$ cat src/rtl/ep_hs_pkg.sv
package ep_hs_pkg;
  localparam int REG_W = 8;

  typedef enum logic [1:0] {HS_NONE = 2'd0, HS_ACK = 2'd1, HS_NAK = 2'd2, HS_STALL = 2'd3} hs_code_t;
  typedef enum logic [1:0] {ST_IDLE, ST_WAIT_HOST, ST_WAIT_OUT, ST_WAIT_SETUP} txn_state_t;

  localparam logic [1:0] TK_OUT   = 2'd0;
  localparam logic [1:0] TK_IN    = 2'd1;
  localparam logic [1:0] TK_SETUP = 2'd2;

  // status byte bit positions
  localparam int SB_IN_ACK  = 7;
  localparam int SB_OUT_ACK = 6;
  localparam int SB_IN_ERR  = 5;
  localparam int SB_OUT_ERR = 4;
  localparam int SB_IN_NAK  = 3;
  localparam int SB_OUT_NAK = 2;
  localparam int SB_IN_TOK  = 1;
  localparam int SB_OUT_TOK = 0;

  // control byte bit positions
  localparam int CB_FNAK   = 0;
  localparam int CB_FSTALL = 1;
  localparam int CB_SHORT  = 2;
  localparam int CB_TOG    = 3;
  localparam int CB_TSET   = 4;
  localparam int CB_TCLR   = 5;

  // write port selectors
  localparam logic [2:0] SEL_IN  = 3'd0;
  localparam logic [2:0] SEL_OUT = 3'd1;
  localparam logic [2:0] SEL_CLR = 3'd2;
  localparam logic [2:0] SEL_EN  = 3'd3;
  localparam logic [2:0] SEL_OPT = 3'd4;
endpackage

$ cat src/rtl/ep_dir_ctrl.sv
module ep_dir_ctrl
  import ep_hs_pkg::*;
#(
  parameter bit IS_IN = 1'b0
) (
  input  logic             clk,
  input  logic             rst,
  input  logic             wr_hit,
  input  logic [REG_W-1:0] wr_data,
  input  logic             in_txn,
  input  logic             done,
  input  logic             tog_flip,
  input  logic             tog_force1,
  input  logic             clr_stall,
  input  logic             auto_fire,
  output logic             fnak_o,
  output logic             fstall_o,
  output logic             short_o,
  output logic             tog_o,
  output logic [REG_W-1:0] ctl_o
);
  logic             fnak_q, fstall_q, short_q, tog_q;
  logic             pend_v;
  logic [REG_W-1:0] pend_d;
  logic             apply, src_v;
  logic [REG_W-1:0] src;
  logic             fnak_n, fstall_n, short_n, tog_n;
  logic             unused_bits;

  // Control changes land only while idle or on the closing edge of a transaction
  assign apply = !in_txn || done;
  assign src_v = wr_hit || pend_v;
  assign src   = wr_hit ? wr_data : pend_d;
  assign unused_bits = ^{src[REG_W-1:CB_TCLR+1], src[CB_TOG], src[CB_SHORT]};

  always_comb begin
    // transaction effects first, then the software write, then auto-NAK
    tog_n    = tog_q ^ tog_flip;
    if (tog_force1) tog_n = 1'b1;
    fstall_n = clr_stall ? 1'b0 : fstall_q;
    fnak_n   = fnak_q;
    short_n  = short_q;
    if (src_v) begin
      fnak_n   = src[CB_FNAK];
      fstall_n = src[CB_FSTALL];
      short_n  = IS_IN ? src[CB_SHORT] : 1'b0;
      if (src[CB_TCLR]) tog_n = 1'b0;
      if (src[CB_TSET]) tog_n = 1'b1;
    end
    if (auto_fire) fnak_n = 1'b1;
  end

  always_ff @(posedge clk) begin
    if (rst) begin
      fnak_q   <= 1'b0;
      fstall_q <= 1'b0;
      short_q  <= 1'b0;
      tog_q    <= 1'b0;
      pend_v   <= 1'b0;
      pend_d   <= '0;
    end else if (apply) begin
      fnak_q   <= fnak_n;
      fstall_q <= fstall_n;
      short_q  <= short_n;
      tog_q    <= tog_n;
      pend_v   <= 1'b0;
    end else if (wr_hit) begin
      pend_v   <= 1'b1;
      pend_d   <= wr_data;
    end
  end

  assign fnak_o   = fnak_q;
  assign fstall_o = fstall_q;
  assign short_o  = short_q;
  assign tog_o    = tog_q;
  assign ctl_o    = {{(REG_W-4){1'b0}}, tog_q, short_q, fstall_q, fnak_q};

  // mid-transaction, the live control state holds still
  assert_defer_R2: assert property (@(posedge clk) disable iff (rst)
    (in_txn && !done) |=> ($stable(fnak_q) && $stable(fstall_q) && $stable(short_q) && $stable(tog_q)));

  // auto-NAK leaves force-NAK set
  assert_auto_nak_R3: assert property (@(posedge clk) disable iff (rst)
    auto_fire |=> fnak_q);
endmodule

$ cat src/rtl/ep_txn_fsm.sv
module ep_txn_fsm
  import ep_hs_pkg::*;
#(
  parameter int FIFO_DEPTH = 64,
  parameter int MAX_PKT    = 16,
  parameter int LW         = $clog2(FIFO_DEPTH + 1)
) (
  input  logic          clk,
  input  logic          rst,
  input  logic          tok_valid,
  input  logic [1:0]    tok_kind,
  input  logic          pkt_done,
  input  logic          pkt_odd,
  input  logic          pkt_crc_ok,
  input  logic          host_ack,
  input  logic          host_lost,
  input  logic [LW-1:0] fifo_level,
  input  logic          ign_tog,
  input  logic          auto_nak,
  input  logic          in_fnak,
  input  logic          in_fstall,
  input  logic          in_short,
  input  logic          in_tog,
  input  logic          out_fnak,
  input  logic          out_fstall,
  input  logic          out_tog,
  output logic          in_txn,
  output logic          done,
  output logic          flip_in,
  output logic          flip_out,
  output logic          setup_hit,
  output logic          auto_fire,
  output logic [7:0]    ev,
  output logic          hs_valid,
  output logic [1:0]    hs_code,
  output logic          tx_go,
  output logic          tx_odd,
  output logic          rx_keep
);
  localparam int ROOM_LIMIT = FIFO_DEPTH - MAX_PKT;

  txn_state_t st_q, st_n;
  hs_code_t   resp;
  logic       resp_v, go, keep, tok_ok, has_room, fifo_empty;

  assign tok_ok     = tok_valid && (tok_kind != 2'd3);
  assign in_txn     = (st_q != ST_IDLE) || tok_ok;
  assign has_room   = fifo_level <= LW'(ROOM_LIMIT);
  assign fifo_empty = fifo_level == '0;

  always_comb begin
    st_n = st_q; done = 1'b0; resp_v = 1'b0; resp = HS_NONE; go = 1'b0; keep = 1'b0;
    flip_in = 1'b0; flip_out = 1'b0; setup_hit = 1'b0; auto_fire = 1'b0; ev = '0;
    unique case (st_q)
      ST_IDLE: if (tok_ok) begin
        if (tok_kind == TK_IN) begin
          ev[SB_IN_TOK] = 1'b1;
          if (in_fstall) begin
            resp_v = 1'b1; resp = HS_STALL; done = 1'b1;
          end else if (in_fnak || (fifo_empty && !in_short)) begin
            resp_v = 1'b1; resp = HS_NAK; done = 1'b1; ev[SB_IN_NAK] = 1'b1;
          end else begin
            go = 1'b1; st_n = ST_WAIT_HOST;
          end
        end else begin
          ev[SB_OUT_TOK] = 1'b1;
          st_n = (tok_kind == TK_SETUP) ? ST_WAIT_SETUP : ST_WAIT_OUT;
        end
      end
      ST_WAIT_HOST: if (host_ack) begin
        done = 1'b1; st_n = ST_IDLE; flip_in = 1'b1; ev[SB_IN_ACK] = 1'b1; auto_fire = auto_nak;
      end else if (host_lost) begin
        done = 1'b1; st_n = ST_IDLE; ev[SB_IN_ERR] = 1'b1;
      end
      ST_WAIT_OUT: if (pkt_done) begin
        done = 1'b1; st_n = ST_IDLE;
        if (!pkt_crc_ok) begin
          ev[SB_OUT_ERR] = 1'b1;
        end else if (out_fstall) begin
          resp_v = 1'b1; resp = HS_STALL;
        end else if (out_fnak || !has_room) begin
          resp_v = 1'b1; resp = HS_NAK; ev[SB_OUT_NAK] = 1'b1;
        end else begin
          resp_v = 1'b1; resp = HS_ACK; ev[SB_OUT_ACK] = 1'b1;
          if ((pkt_odd == out_tog) || ign_tog) begin
            keep = 1'b1; flip_out = 1'b1; auto_fire = auto_nak;
          end
        end
      end
      ST_WAIT_SETUP: if (pkt_done) begin
        done = 1'b1; st_n = ST_IDLE;
        if (!pkt_crc_ok) begin
          ev[SB_OUT_ERR] = 1'b1;
        end else begin
          resp_v = 1'b1; resp = HS_ACK; ev[SB_OUT_ACK] = 1'b1;
          keep = 1'b1; setup_hit = 1'b1; auto_fire = auto_nak;
        end
      end
      default: st_n = ST_IDLE;
    endcase
  end

  always_ff @(posedge clk) begin
    if (rst) begin
      st_q     <= ST_IDLE;
      hs_valid <= 1'b0;
      hs_code  <= HS_NONE;
      tx_go    <= 1'b0;
      tx_odd   <= 1'b0;
      rx_keep  <= 1'b0;
    end else begin
      st_q     <= st_n;
      hs_valid <= resp_v;
      hs_code  <= resp;
      tx_go    <= go;
      tx_odd   <= go ? in_tog : tx_odd;
      rx_keep  <= keep;
    end
  end

  // STALL wins over NAK in both directions
  assert_in_stall_R1: assert property (@(posedge clk) disable iff (rst)
    (st_q == ST_IDLE && tok_valid && tok_kind == TK_IN && in_fstall) |=> (hs_valid && hs_code == HS_STALL));
  assert_out_stall_R1: assert property (@(posedge clk) disable iff (rst)
    (st_q == ST_WAIT_OUT && pkt_done && pkt_crc_ok && out_fstall) |=> (hs_valid && hs_code == HS_STALL));
  // kept data is always acknowledged
  assert_keep_ack_R7: assert property (@(posedge clk) disable iff (rst)
    rx_keep |-> (hs_valid && hs_code == HS_ACK));
  // sending data and giving a handshake never coincide
  assert_go_no_hs_R4: assert property (@(posedge clk) disable iff (rst)
    tx_go |-> !hs_valid);
endmodule

$ cat src/rtl/ep_int_status.sv
module ep_int_status
  import ep_hs_pkg::*;
(
  input  logic             clk,
  input  logic             rst,
  input  logic [REG_W-1:0] ev,
  input  logic             clr_hit,
  input  logic             en_hit,
  input  logic [REG_W-1:0] wr_data,
  output logic [REG_W-1:0] stat_o,
  output logic [REG_W-1:0] en_o,
  output logic             irq_o
);
  logic [REG_W-1:0] stat_q, en_q, stat_n, en_n;
  logic             irq_q;

  // new events win over a same-cycle clear
  assign stat_n = (stat_q & ~(clr_hit ? wr_data : '0)) | ev;
  assign en_n   = en_hit ? wr_data : en_q;

  always_ff @(posedge clk) begin
    if (rst) begin
      stat_q <= '0;
      en_q   <= '0;
      irq_q  <= 1'b0;
    end else begin
      stat_q <= stat_n;
      en_q   <= en_n;
      irq_q  <= |(stat_n & en_n);
    end
  end

  assign stat_o = stat_q;
  assign en_o   = en_q;
  assign irq_o  = irq_q;

  // without a clear, no status bit ever drops
  assert_sticky_R9: assert property (@(posedge clk) disable iff (rst)
    !clr_hit |=> ((stat_q & $past(stat_q)) == $past(stat_q)));
endmodule

$ cat src/rtl/usb_ep_handshake.sv
module usb_ep_handshake
  import ep_hs_pkg::*;
#(
  parameter int FIFO_DEPTH = 64,
  parameter int MAX_PKT    = 16,
  localparam int LW        = $clog2(FIFO_DEPTH + 1)
) (
  input  logic          clk,
  input  logic          rst,
  input  logic          tok_valid,
  input  logic [1:0]    tok_kind,
  input  logic          pkt_done,
  input  logic          pkt_odd,
  input  logic          pkt_crc_ok,
  input  logic          host_ack,
  input  logic          host_lost,
  input  logic [LW-1:0] fifo_level,
  input  logic          ign_tog_mismatch,
  input  logic          wr_en,
  input  logic [2:0]    wr_sel,
  input  logic [7:0]    wr_data,
  output logic          hs_valid,
  output logic [1:0]    hs_code,
  output logic          tx_go,
  output logic          tx_odd,
  output logic          rx_keep,
  output logic [7:0]    in_ctl,
  output logic [7:0]    out_ctl,
  output logic [7:0]    int_stat,
  output logic [7:0]    int_en,
  output logic          irq
);
  localparam int NDIR = 2;   // index 0 = OUT, index 1 = IN

  logic [NDIR-1:0] fnak, fstall, shrt, tog, flip;
  logic [REG_W-1:0] ctl [NDIR];
  logic             in_txn, done, flip_in, flip_out, setup_hit, auto_fire;
  logic [7:0]       ev;
  logic             auto_nak_q;

  assign flip = {flip_in, flip_out};

  always_ff @(posedge clk) begin
    if (rst)                          auto_nak_q <= 1'b0;
    else if (wr_en && wr_sel == SEL_OPT) auto_nak_q <= wr_data[0];
  end

  for (genvar g = 0; g < NDIR; g++) begin : g_dir
    ep_dir_ctrl #(.IS_IN(g == 1)) u_dir (
      .clk       (clk),
      .rst       (rst),
      .wr_hit    (wr_en && (wr_sel == ((g == 1) ? SEL_IN : SEL_OUT))),
      .wr_data   (wr_data),
      .in_txn    (in_txn),
      .done      (done),
      .tog_flip  (flip[g]),
      .tog_force1(setup_hit),
      .clr_stall (setup_hit),
      .auto_fire (auto_fire),
      .fnak_o    (fnak[g]),
      .fstall_o  (fstall[g]),
      .short_o   (shrt[g]),
      .tog_o     (tog[g]),
      .ctl_o     (ctl[g])
    );
  end

  ep_txn_fsm #(.FIFO_DEPTH(FIFO_DEPTH), .MAX_PKT(MAX_PKT), .LW(LW)) u_fsm (
    .clk       (clk),
    .rst       (rst),
    .tok_valid (tok_valid),
    .tok_kind  (tok_kind),
    .pkt_done  (pkt_done),
    .pkt_odd   (pkt_odd),
    .pkt_crc_ok(pkt_crc_ok),
    .host_ack  (host_ack),
    .host_lost (host_lost),
    .fifo_level(fifo_level),
    .ign_tog   (ign_tog_mismatch),
    .auto_nak  (auto_nak_q),
    .in_fnak   (fnak[1]),
    .in_fstall (fstall[1]),
    .in_short  (shrt[1]),
    .in_tog    (tog[1]),
    .out_fnak  (fnak[0]),
    .out_fstall(fstall[0]),
    .out_tog   (tog[0]),
    .in_txn    (in_txn),
    .done      (done),
    .flip_in   (flip_in),
    .flip_out  (flip_out),
    .setup_hit (setup_hit),
    .auto_fire (auto_fire),
    .ev        (ev),
    .hs_valid  (hs_valid),
    .hs_code   (hs_code),
    .tx_go     (tx_go),
    .tx_odd    (tx_odd),
    .rx_keep   (rx_keep)
  );

  ep_int_status u_stat (
    .clk    (clk),
    .rst    (rst),
    .ev     (ev),
    .clr_hit(wr_en && wr_sel == SEL_CLR),
    .en_hit (wr_en && wr_sel == SEL_EN),
    .wr_data(wr_data),
    .stat_o (int_stat),
    .en_o   (int_en),
    .irq_o  (irq)
  );

  assign in_ctl  = ctl[1];
  assign out_ctl = ctl[0];

  // toggle of the OUT side never moves by an IN completion alone
  assert_in_flip_R6: assert property (@(posedge clk) disable iff (rst)
    (flip_in && !setup_hit && !(wr_en && wr_sel == SEL_OUT)) |=> $stable(out_ctl[CB_TOG]));
endmodule

$ cat config.mk
export PLATFORM = sky130hd
export DESIGN_NAME = usb_ep_handshake
export DESIGN_NICKNAME = d
export VERILOG_FILES = /design/src/rtl/ep_hs_pkg.sv /design/src/rtl/ep_dir_ctrl.sv /design/src/rtl/ep_txn_fsm.sv /design/src/rtl/ep_int_status.sv /design/src/rtl/usb_ep_handshake.sv
export SDC_FILE = /design/constraint.sdc
export NUM_CORES = 1
export LEC_CHECK = 0
export BUFFER_PORTS_ARGS = -buffer_cell sky130_fd_sc_hd__buf_4
export CORE_MARGIN = 2
export CORE_UTILIZATION = 55
export CTS_BUF_LIST = sky130_fd_sc_hd__clkbuf_16
export CTS_CLUSTER_SIZE = 30
export DETAILED_ROUTE_END_ITERATION = 8
export PLACE_DENSITY = 0.8
export SLEW_MARGIN = 30
export SYNTH_ARGS = -nofsm -noshare
export SYNTH_HDL_FRONTEND = slang
export SYNTH_HIERARCHICAL = 1
export SYNTH_SLANG_ARGS = --single-unit
$ cat constraint.sdc
create_clock -name clk -period 2.57 [get_ports clk]
set_input_delay 0.257 -clock clk [delete_from_list [all_inputs] [get_ports clk]]
set_output_delay 0.257 -clock clk [all_outputs]
set_load 0.01 [all_outputs]
==> metrics.md, run 1 <==
| Metric | Value |
|---|---|
| Outcome | complete, no violations |
| Min-delay worst type | primary input to register |
| CP startpoint kind | register |
| Arr. time, crit path | roughly 2400 ps |
| Min Hold Slack | approximately 250 ps |
| Final setup fails | 0 |
| Vias/cell | approximately 5.6 |
| PnR worst setup slack | 409.4 ps |
| Iter 0 DRT Violations | 126 |
| CP required | 2780 ps |
| Ports | a little under 70 |
| Fin. max-slew vios | 0 |
| Reg2Reg Setup Slack | between 400 and 500 ps |
| Largest delay contributor family on the critical path | simple AND/OR/NAND/NOR gates |
| Maximum VDD drop | ~0.43 mV |
| Final Cycle Share | a little over four fifths |
| Clock Latency Late Sink | between 200 and 300 ps |
| R2R Path Start | u_fsm/st_q[1] |
| Clk_skew | between 6 and 7 ps |
| Unrepaired setup endpoints after global routing | false |
| Peak Freq | approximately 0.46 GHz |
| Area of the mapped netlist | 2305 µm² |
| Detailed Place HPWL | ~4.1 mm |
| Rows | 23 |
| Post-Place Worst Slack | ~390 ps |
| Share of layout cells above drive strength 1 | 26.03% |
| Setup CP Type | register to register |
| Initial antenna violation count | 0 |
| MaxCap Viol Count | 0 |
| Htree depth | 2 |
| Die area | between 4000 and 5000 µm² |
| Clk buf depth | 2 |
| First-pass GRT wire length | around 8.6 mm |
| DIE WIDTH | about 70 µm |
| Core Region | 4029 µm² |
| Root Buffer | clkbuf_16 |
| Worst path buffer plus inverter count | 0 |
| Leak | about 1.2 nW |
| Synth warn | 6 |
| Worst-path maximum fanout | 12 |
| Crit-path cells | nor2_1 > nand3_1 > o221ai_1 > nor2b_2 > or3_1 > a21oi_1 |
| Hold depth | 3 |
| Clock sink total | 44 |
| Pwr Total | about 1.7 mW |
| Chip height | ~69 µm |
| Hold endpoint | u_stat/en_o[7] |
| Starting density of the core | between 50% and 60% |
| WL final | approximately 5.6 mm |
| Reg-to-reg endpoint | g_dir[1].u_dir/fstall_o |
| Vias in the first global route | between 1.5k and 2k |
| Cts-stage hold buffer count | 0 |
| # Post-CTS Setup Buffers | 0 |
| Syn avg cell area | between 8 and 9 µm² |
| Min cycle time layout | 2161 ps |
| Least-Margin Pin Slew | around 530 ps |
| Area grow syn2layout | 21.55% |
| Slowest stage delay, CP | between 400 and 500 ps |
| PostCTS Resize Cnt | 0 |
| Port Buf Inserts | 59 |
| Slew margin rel. | between 60% and 70% |
| Via count | 2058 |
| Pwr Density | approximately 600 nW/µm² |
| Drt drc | 0 |
| CTS tree | built |
| Hold path startpoint | wr_data[7] |
| Final core utilization | a little under 70% |
| Final net count | 346 |
| Final setup TNS | 0 ps |
| Antenna Cells | 0 |
| Largest net degree at the start of global routing | 52 |
| Crit path capture type | register |
| Detail Route Antenna Nets | 0 |
| Total CTS buffers | 5 |
| Worst Reg-to-Reg Cells | 6 |
| Master of the slowest instance on the critical path | o221ai_1 |
| Routed length per instance | approximately 15 µm |
| Final Hold Viols | 0 |
| Synth Instances | between 200 and 300 |
| Drt first pass iters | 4 |
| Reg clk slew, reported paths | 60 ps |
| GR Overflow Total | 0 |
| Routability congestion estimate | ~0.84 |
| Total GRT Usage | 24.94% |
-- metrics by stage --
stage / area (µm²) / std cells
floorplan: 2331 / 274
global placement: 2658 / 357
detailed placement: 2658 / 357
CTS: 2801 / 365
global route: 2801 / 365
finish: 2801 / 365
-- metal layers --
layer	up-vias	track usage (%)	share of wire (%)
li1	1016	-	-
met1	954	33.70	44
met2	81	40.63	48
met3	7	4.545	6.9
met4	0	7.353	1.0
met5	-	0	0
-- final cells by class --
class,count,area [µm²]
Timing Repair Buffer,62,465.4
Clock inverter,3,18.77
Multi-Input combinational cell,195,1226
Fill cell,344,1227
Tap cell,50,62.56
Clock buffer,5,125.1
Sequential cell,44,880.8
Inverter,6,22.52
-- cells in the final DEF (no fill, tap or decap), types with 3 or more instances in the layout --
| cell type | count |
|---|---|
| buf_4 | 62 |
| dfxtp_1 | 44 |
| nor2_1 | 34 |
| nand2_1 | 26 |
| a21oi_1 | 17 |
| mux2i_1 | 16 |
| conb_1 | 9 |
| nand2b_1 | 8 |
| nand3_1 | 7 |
| inv_1 | 6 |
| clkbuf_16 | 5 |
| nor2b_1 | 5 |
| nor3_1 | 5 |
| o22ai_1 | 5 |
| a211oi_1 | 5 |
| nand3b_1 | 4 |
| nor4_1 | 4 |
| o21ai_0 | 3 |
| o21ai_1 | 3 |
-- worst reg2reg max path, cell delays in order (launching register included) --
cell and delay (ps):
dfxtp_1 410, nor2_1 240, nand3_1 260, o221ai_1 430
nor2b_2 200, or3_1 400, a21oi_1 150
-- flip-flops by register name, summed over array words and instances (netlist names) --
signal,cells
u_stat/en_o,8
g_dir.u_dir/short_o,1
g_dir.u_dir/pend_d,9
u_stat/stat_o,8
g_dir.u_dir/fnak_o,2
g_dir.u_dir/fstall_o,2
u_fsm/hs_valid,1
g_dir.u_dir/pend_v,2
u_fsm/tx_go,1
u_fsm/tx_odd,1
u_fsm/rx_keep,1
g_dir.u_dir/tog_o,2
u_fsm/hs_code,2
u_stat/irq_o,1
auto_nak_q,1
u_fsm/st_q,2
-- power breakdown --
group | total, mW | switching (mW) | internal (mW)
clock | 0.625 | 0.266 | 0.358
sequential | 0.748 | 0.0309 | 0.717
combinational | 0.305 | 0.172 | 0.133
-- worst max-delay path by stage --
stage,startpoint,depth (start not counted),end,slack [ps]
finish,u_fsm/st_q[1],6,g_dir[1].u_dir/fstall_o,410
global route,u_fsm/st_q[1],7,g_dir[1].u_dir/pend_d[4],130
CTS,u_fsm/st_q[1],6,g_dir[1].u_dir/fstall_o,440
detailed placement,tok_kind[0],8,g_dir[1].u_dir/fstall_o,390
global placement,tok_kind[0],8,g_dir[1].u_dir/fstall_o,500
floorplan,tok_kind[0],8,g_dir[1].u_dir/fnak_o,750
(Power assumes the default switching activity.)
==> run 2: changes to the inputs <==
--- a/config.mk
+++ b/config.mk
@@ -7,11 +7,11 @@
 export LEC_CHECK = 0
 export BUFFER_PORTS_ARGS = -buffer_cell sky130_fd_sc_hd__buf_4
 export CORE_MARGIN = 2
-export CORE_UTILIZATION = 55
+export CORE_UTILIZATION = 46
 export CTS_BUF_LIST = sky130_fd_sc_hd__clkbuf_16
 export CTS_CLUSTER_SIZE = 30
 export DETAILED_ROUTE_END_ITERATION = 8
-export PLACE_DENSITY = 0.8
+export PLACE_DENSITY = 0.71
 export SLEW_MARGIN = 30
 export SYNTH_ARGS = -nofsm -noshare
 export SYNTH_HDL_FRONTEND = slang
==> constraint.sdc (replaced) <==
create_clock -name clk -period 1.8 [get_ports clk]
set_input_delay 0.18 -clock clk [delete_from_list [all_inputs] [get_ports clk]]
set_output_delay 0.18 -clock clk [all_outputs]
set_load 0.01 [all_outputs]
==> metrics.md, run 2 (synthesis gave the netlist of run 1 again) <==
| Metric | Value |
|---|---|
| Outcome | complete, no violations |
| CP required | 1950 ps (-830 ps) |
| Worst-path maximum fanout | 8 (-4) |
| CP startpoint kind | register |
| Placed insts | 392 (+9.8%) |
| Final cell count without fillers | 402 (+10%) |
| Max FFs per register | 9 (unchanged) |
| Share of layout cells above drive strength 1 | 32.84% (+6.8 points) |
| Core Region | 4786 µm² (+19%) |
| CTS tree | built |
| Fin. max-slew vios | 0 (unchanged) |
| Total GRT Usage | 23.12% (-1.8 points) |
| Min cycle time layout | 1702 ps (-459.1 ps) |
| Most frequent cells in the layout | buf_4, dfxtp_1, nor2_1 |
| Via count | 2189 (+6.4%) |
| Drt drc | 0 (unchanged) |
| Biggest register | g_dir.u_dir/pend_d |
| Reg2Reg Setup Slack | 100 ps (-310 ps) |
| Root Buffer | clkbuf_16 |
| First-pass GRT wire length | 9.673 mm (+12%) |
| Clk buf depth | 2 (unchanged) |
| MaxCap Viol Count | 0 (unchanged) |
| Arr. time, crit path | 1850 ps (-520 ps) |
| Drt first pass iters | 5 (+1) |
| Reg-to-reg endpoint | g_dir[0].u_dir/fnak_o |
| Setup CP Type | register to register |
| Iter 0 DRT Violations | 168 (+33%) |
| Clock sink total | 44 (unchanged) |
| Vias in the first global route | 2038 (+15%) |
| Ports | 69 (unchanged) |
| Port Buf Inserts | 59 (unchanged) |
| Hold depth | 3 (unchanged) |
| Final net count | 367 (+6.1%) |
| Die area | 5593 µm² (+18%) |
| Htree depth | 2 (unchanged) |
| PnR worst setup slack | 98.48 ps (-310.9 ps) |
| Final Cycle Share | 94.53% (+10 points) |
| Clock Latency Late Sink | 280 ps (about the same) |
| DIE WIDTH | 74.79 µm (+8.8%) |
| Rows | 25 (+8.7%) |
| Post-Place Worst Slack | -53.51 ps (-438.8 ps) |
| Peak Freq | 0.5877 GHz (+27%) |
| Detail Route Antenna Nets | 0 (unchanged) |
| Reg clk slew, reported paths | 60 ps (about the same) |
| Largest net degree at the start of global routing | 52 (unchanged) |
| Hold endpoint | u_stat/en_o[7] |
| Routed length per instance | 15.20 µm (-0.37%) |
| R2R Path Start | u_fsm/st_q[1] |
| Hold path startpoint | wr_data[7] |
| Final instance area | 3030 µm² (+8.2%) |
| Maximum VDD drop | 0.5740 mV (+34%) |
| Total CTS buffers | 5 (unchanged) |
| Detailed Place HPWL | 4.557 mm (+12%) |
| Routability congestion estimate | 0.8243 (-2.0%) |
| Final setup fails | 0 (unchanged) |
| Most common cell after layout, fill and taps aside | buf_4 |
| Area grow syn2layout | 31.49% |
| GR Overflow Total | 0 (unchanged) |
| Leak | 1.302 nW (+9.1%) |
| FILL cells | 440 (+28%) |
| Crit path capture type | register |
| Starting density of the core | 48.16% (-9.0 points) |
| Vias/cell | 5.445 (-3.4%) |
| Final Hold Viols | 0 (unchanged) |
| Clk_skew | 6.039 ps (-0.6007 ps) |
| Min-delay worst type | primary input to register |
| Dpl cell area | 2826 µm² (+6.4%) |
| Initial antenna violation count | 0 (unchanged) |
| Pwr Density | 809.8 nW/µm² (+35%) |
| Chip height | 74.79 µm (+8.8%) |
| WL final | 6.111 mm (+9.7%) |
| Worst Reg-to-Reg Cells | 7 (+1) |
| Antenna Cells | 0 (unchanged) |
run 2: changes by cell type in the layout (fill, tap and decap cells not counted), sizes merged:
cell    previous run  this run
buf               62        83
clkinv             3         2
run 2: report_power, final:
part	leakage (nW)	internal [mW]	switching, mW
sequential	0.358	1.02	0.0414
clock	0.0648	0.496	0.350
combinational	0.879	0.259	0.283
total	1.30	1.78	0.674
run 2: final cells by class:
cell class              count  area [µm²]  share of cell area (%)
clock buffers               5       125.1                   4.129
clock inverters             2       7.507                  0.2477
inverters                   6       22.52                  0.7432
multi-input cells         195        1269                   41.87
flip-flops and latches     44       883.3                   29.15
well taps                  67       83.83                   2.766
repair buffers             83       639.4                   21.10
run 2: critical path: stages, from the launching register on:
cell and delay, ps:
dfxtp_2 360, and3_4 170, nand2_1 110, o31ai_2 100, o221a_1 290, or3_1 320, a21oi_1 170, nor3_1 70
run 2: repair_timing:
item | 4_1_cts | 5_1_grt
endpoints found under the setup margin | 6 | 19
buffers inserted | 0 | 3
hold buffers | 0 | 0
pin swaps | 1 | 2
resized for setup | 1 | 11
run 2: worst max-delay path by stage:
stage | from | end | cells after the start | slack (ps)
6_report | u_fsm/st_q[1] | g_dir[0].u_dir/fnak_o | 7 | 100
4_1_cts | u_fsm/st_q[1] | g_dir[0].u_dir/fnak_o | 7 | 20
2_1_floorplan | tok_kind[0] | g_dir[1].u_dir/fnak_o | 8 | 60
3_3_place_gp | tok_kind[0] | g_dir[1].u_dir/tog_o | 10 | 8
5_1_grt | g_dir[1].u_dir/short_o | g_dir[1].u_dir/pend_d[0] | 8 | -2
3_5_place_dp | g_dir[1].u_dir/short_o | g_dir[1].u_dir/pend_d[0] | 8 | -50
run 2: metrics by stage:
| stage | setup TNS [ps] | power, mW | utilization [%] | hold WS, ps |
|---|---|---|---|---|
| floorplan | 0 | 1.386 | - | 323.9 |
| global placement | 0 | 1.580 | 59.06 | 441.8 |
| detailed placement | -133.7 | 1.591 | 59.06 | 449.2 |
| CTS | 0 | 2.447 | 61.93 | 169.7 |
| global route | -2.079 | 2.557 | 63.32 | 193.5 |
| finish | 0 | 2.454 | 63.32 | 172.2 |
run 2: per-layer routing:
layer | global-route usage, % | vias up | wire (µm)
li1 | - | 1052 | -
met1 | 29.64 | 1029 | 2586
met2 | 38.74 | 98 | 2997
met3 | 5.622 | 10 | 438
met4 | 6.944 | 0 | 87
met5 | 0 | - | 0
==> run 3: changes to the inputs <==
--- a/config.mk
+++ b/config.mk
@@ -11,6 +11,7 @@
 export CTS_BUF_LIST = sky130_fd_sc_hd__clkbuf_16
 export CTS_CLUSTER_SIZE = 30
 export DETAILED_ROUTE_END_ITERATION = 8
+export GPL_TIMING_DRIVEN = 0
 export PLACE_DENSITY = 0.71
 export SLEW_MARGIN = 30
 export SYNTH_ARGS = -nofsm -noshare
==> constraint.sdc (replaced) <==
create_clock -name clk -period 1.55 [get_ports clk]
set_input_delay 0.155 -clock clk [delete_from_list [all_inputs] [get_ports clk]]
set_output_delay 0.155 -clock clk [all_outputs]
set_load 0.01 [all_outputs]
==> metrics.md, run 3 (synthesis gave the netlist of run 1 again) <==
| Metric | Value |
|---|---|
| Outcome | finished, violations left |
| Failing checks | setup timing |
| Die area | 5593 µm² (unchanged) |
| Unrepaired setup endpoints after global routing | true |
| Initial antenna violation count | 0 (unchanged) |
| Worst path buffer plus inverter count | 1 (+1) |
| Final core utilization | 70.22% (+6.9 points) |
| Min cycle time layout | 1738 ps (+36.00 ps) |
| Detail Route Antenna Nets | 0 (unchanged) |
| Min Hold Slack | 168.0 ps (-4.217 ps) |
| Reg clk slew, reported paths | 60 ps (about the same) |
| FILL cells | 400 (-9.1%) |
| Min-delay worst type | primary input to register |
| Routed length per instance | 14.93 µm (-1.8%) |
| PnR worst setup slack | -187.5 ps (-286.0 ps) |
| Peak Freq | 0.5755 GHz (-2.1%) |
| Iter 0 DRT Violations | 123 (-27%) |
| CTS tree | built |
| Dpl cell area | 2914 µm² (+3.1%) |
| Area of the multi-input gates | 1375 µm² (+8.4%) |
| Root Buffer | clkbuf_16 |
| Maximum VDD drop | 0.9857 mV (+72%) |
| Pwr Total | 3.458 mW (+41%) |
| Crit-path cells | buf_6 > and3_4 > o21ai_4 > o31ai_4 > o221a_1 > or3_1 > a21oi_2 > nor3_1 |
| Most common cell after layout, fill and taps aside | buf_4 |
| Final Cycle Share | 112.1% (+18 points) |
| GR Overflow Total | 0 (unchanged) |
| Crit path capture type | register |
| Largest delay contributor family on the critical path | compound AO/OA/AOI/OAI gates |
| Arr. time, crit path | 1890 ps (+40 ps) |
| Final instance area | 3361 µm² (+11%) |
| Clk buf depth | 2 (unchanged) |
| Share of layout cells above drive strength 1 | 39.55% (+6.7 points) |
| Vias in the first global route | 2078 (+2.0%) |
| Slowest stage delay, CP | 360 ps (about the same) |
| Storage element area | 892.1 µm² (+0.99%) |
| Clk_skew | 4.139 ps (-1.900 ps) |
| Least-Margin Pin Slew | between 500 and 600 ps |
| Master of the slowest instance on the critical path | dfxtp_4 |
| Setup CP Type | register to register |
| Drt first pass iters | 4 (-1) |
| Leak | 1.456 nW (+12%) |
| CP startpoint kind | register |
| Starting density of the core | 48.16% (unchanged) |
| Post-Place Worst Slack | -338.2 ps (-284.7 ps) |
| WL final | 6.287 mm (+2.9%) |
| Via count | 2210 (+0.96%) |
| Pwr Density | 1029 nW/µm² (+27%) |
| Port Buf Inserts | 59 (unchanged) |
| Chip height | 74.79 µm (unchanged) |
| Worst-path maximum fanout | 4 (-4) |
| Core Region | 4786 µm² (unchanged) |
| Antenna Cells | 0 (unchanged) |
| Final net count | 385 (+4.9%) |
| Final cell count without fillers | 421 (+4.7%) |
| Clock sink total | 44 (unchanged) |
| Ports | 69 (unchanged) |
| DIE WIDTH | 74.79 µm (unchanged) |
| Detailed Place HPWL | 4.397 mm (-3.5%) |
| Vias/cell | 5.249 (-3.6%) |
| Drt drc | 0 (unchanged) |
| Final setup fails | 16 (+16) |
| Fin. max-slew vios | 0 (unchanged) |
| Final Hold Viols | 0 (unchanged) |
| MaxCap Viol Count | 0 (unchanged) |
| Final setup TNS | -1272 ps (-1272 ps) |
| Largest net degree at the start of global routing | 15 (-71%) |
| Placed insts | 400 (+2.0%) |
| Routability congestion estimate | 0.8251 (about the same) |
| Htree depth | 2 (unchanged) |
| CP required | 1700 ps (-250 ps) |
| Total CTS buffers | 5 (unchanged) |
| Most frequent cells in the layout | buf_4, dfxtp_1, nor2_1 |
| Max FFs per register | 9 (unchanged) |
| Total GRT Usage | 23.48% (+0.36 points) |
| Slew margin rel. | approximately three fifths |
| Area grow syn2layout | 45.82% |
| First-pass GRT wire length | 9.894 mm (+2.3%) |
| Rows | 25 (unchanged) |
| Biggest register | g_dir.u_dir/pend_d |
| Clock Latency Late Sink | 280 ps (about the same) |
-- run 3: worst paths after layout --
path	slack (ps)	end	startpoint	depth (start not counted)
setup reg to reg	-190	g_dir[0].u_dir/fnak_o	u_fsm/st_q[1]	8
hold / removal	170	u_stat/en_o[6]	wr_data[6]	3
setup / recovery	-190	g_dir[0].u_dir/fnak_o	u_fsm/st_q[1]	8
hold reg to reg	460	g_dir[1].u_dir/pend_d[2]	g_dir[1].u_dir/pend_d[2]	2
-- run 3: metal layers --
metal  global-route usage, %  wire length (µm)  part of all wire (%)  up-vias
met5                       0                 0                     0        -
li1                        -                 -                     -     1087
met1                   30.00              2715                    43     1034
met3                   6.560               473                   7.5        7
met2                   38.84              3026                    48       82
met4                   6.944                72                   1.1        0
-- run 3: what timing repair did --
action                                  in CTS  in global routing
pin swaps                                    6                 10
gates cloned                                 0                  1
buffers inserted                            10                  2
hold buffers                                 0                  0
endpoints found under the hold margin        0                  0
gates resized for setup                     21                 10
endpoints found under the setup margin      17                 17
-- run 3: layout make-up --
class	instances	share of cell area, %
timing repair buffer	72	16.20
multi-input combinational	195	40.92
tap	67	2.494
clock inverter	3	2.681
inverter	6	0.6701
sequential	44	26.55
clock buffer	5	3.723
buffer	29	6.776
-- run 3: power breakdown --
part	switching (mW)	internal, mW	leakage [nW]
Combinational	0.351	0.343	0.993
Sequential	0.0575	1.19	0.360
Clock	0.430	1.09	0.104
Total	0.839	2.62	1.46
-- run 3: worst register-to-register path: stages (launching register included) --
cell and delay (ps):
dfxtp_4 360, buf_6 120, and3_4 170, o21ai_4 90
o31ai_4 80, o221a_1 280, or3_1 330, a21oi_2 130
nor3_1 60
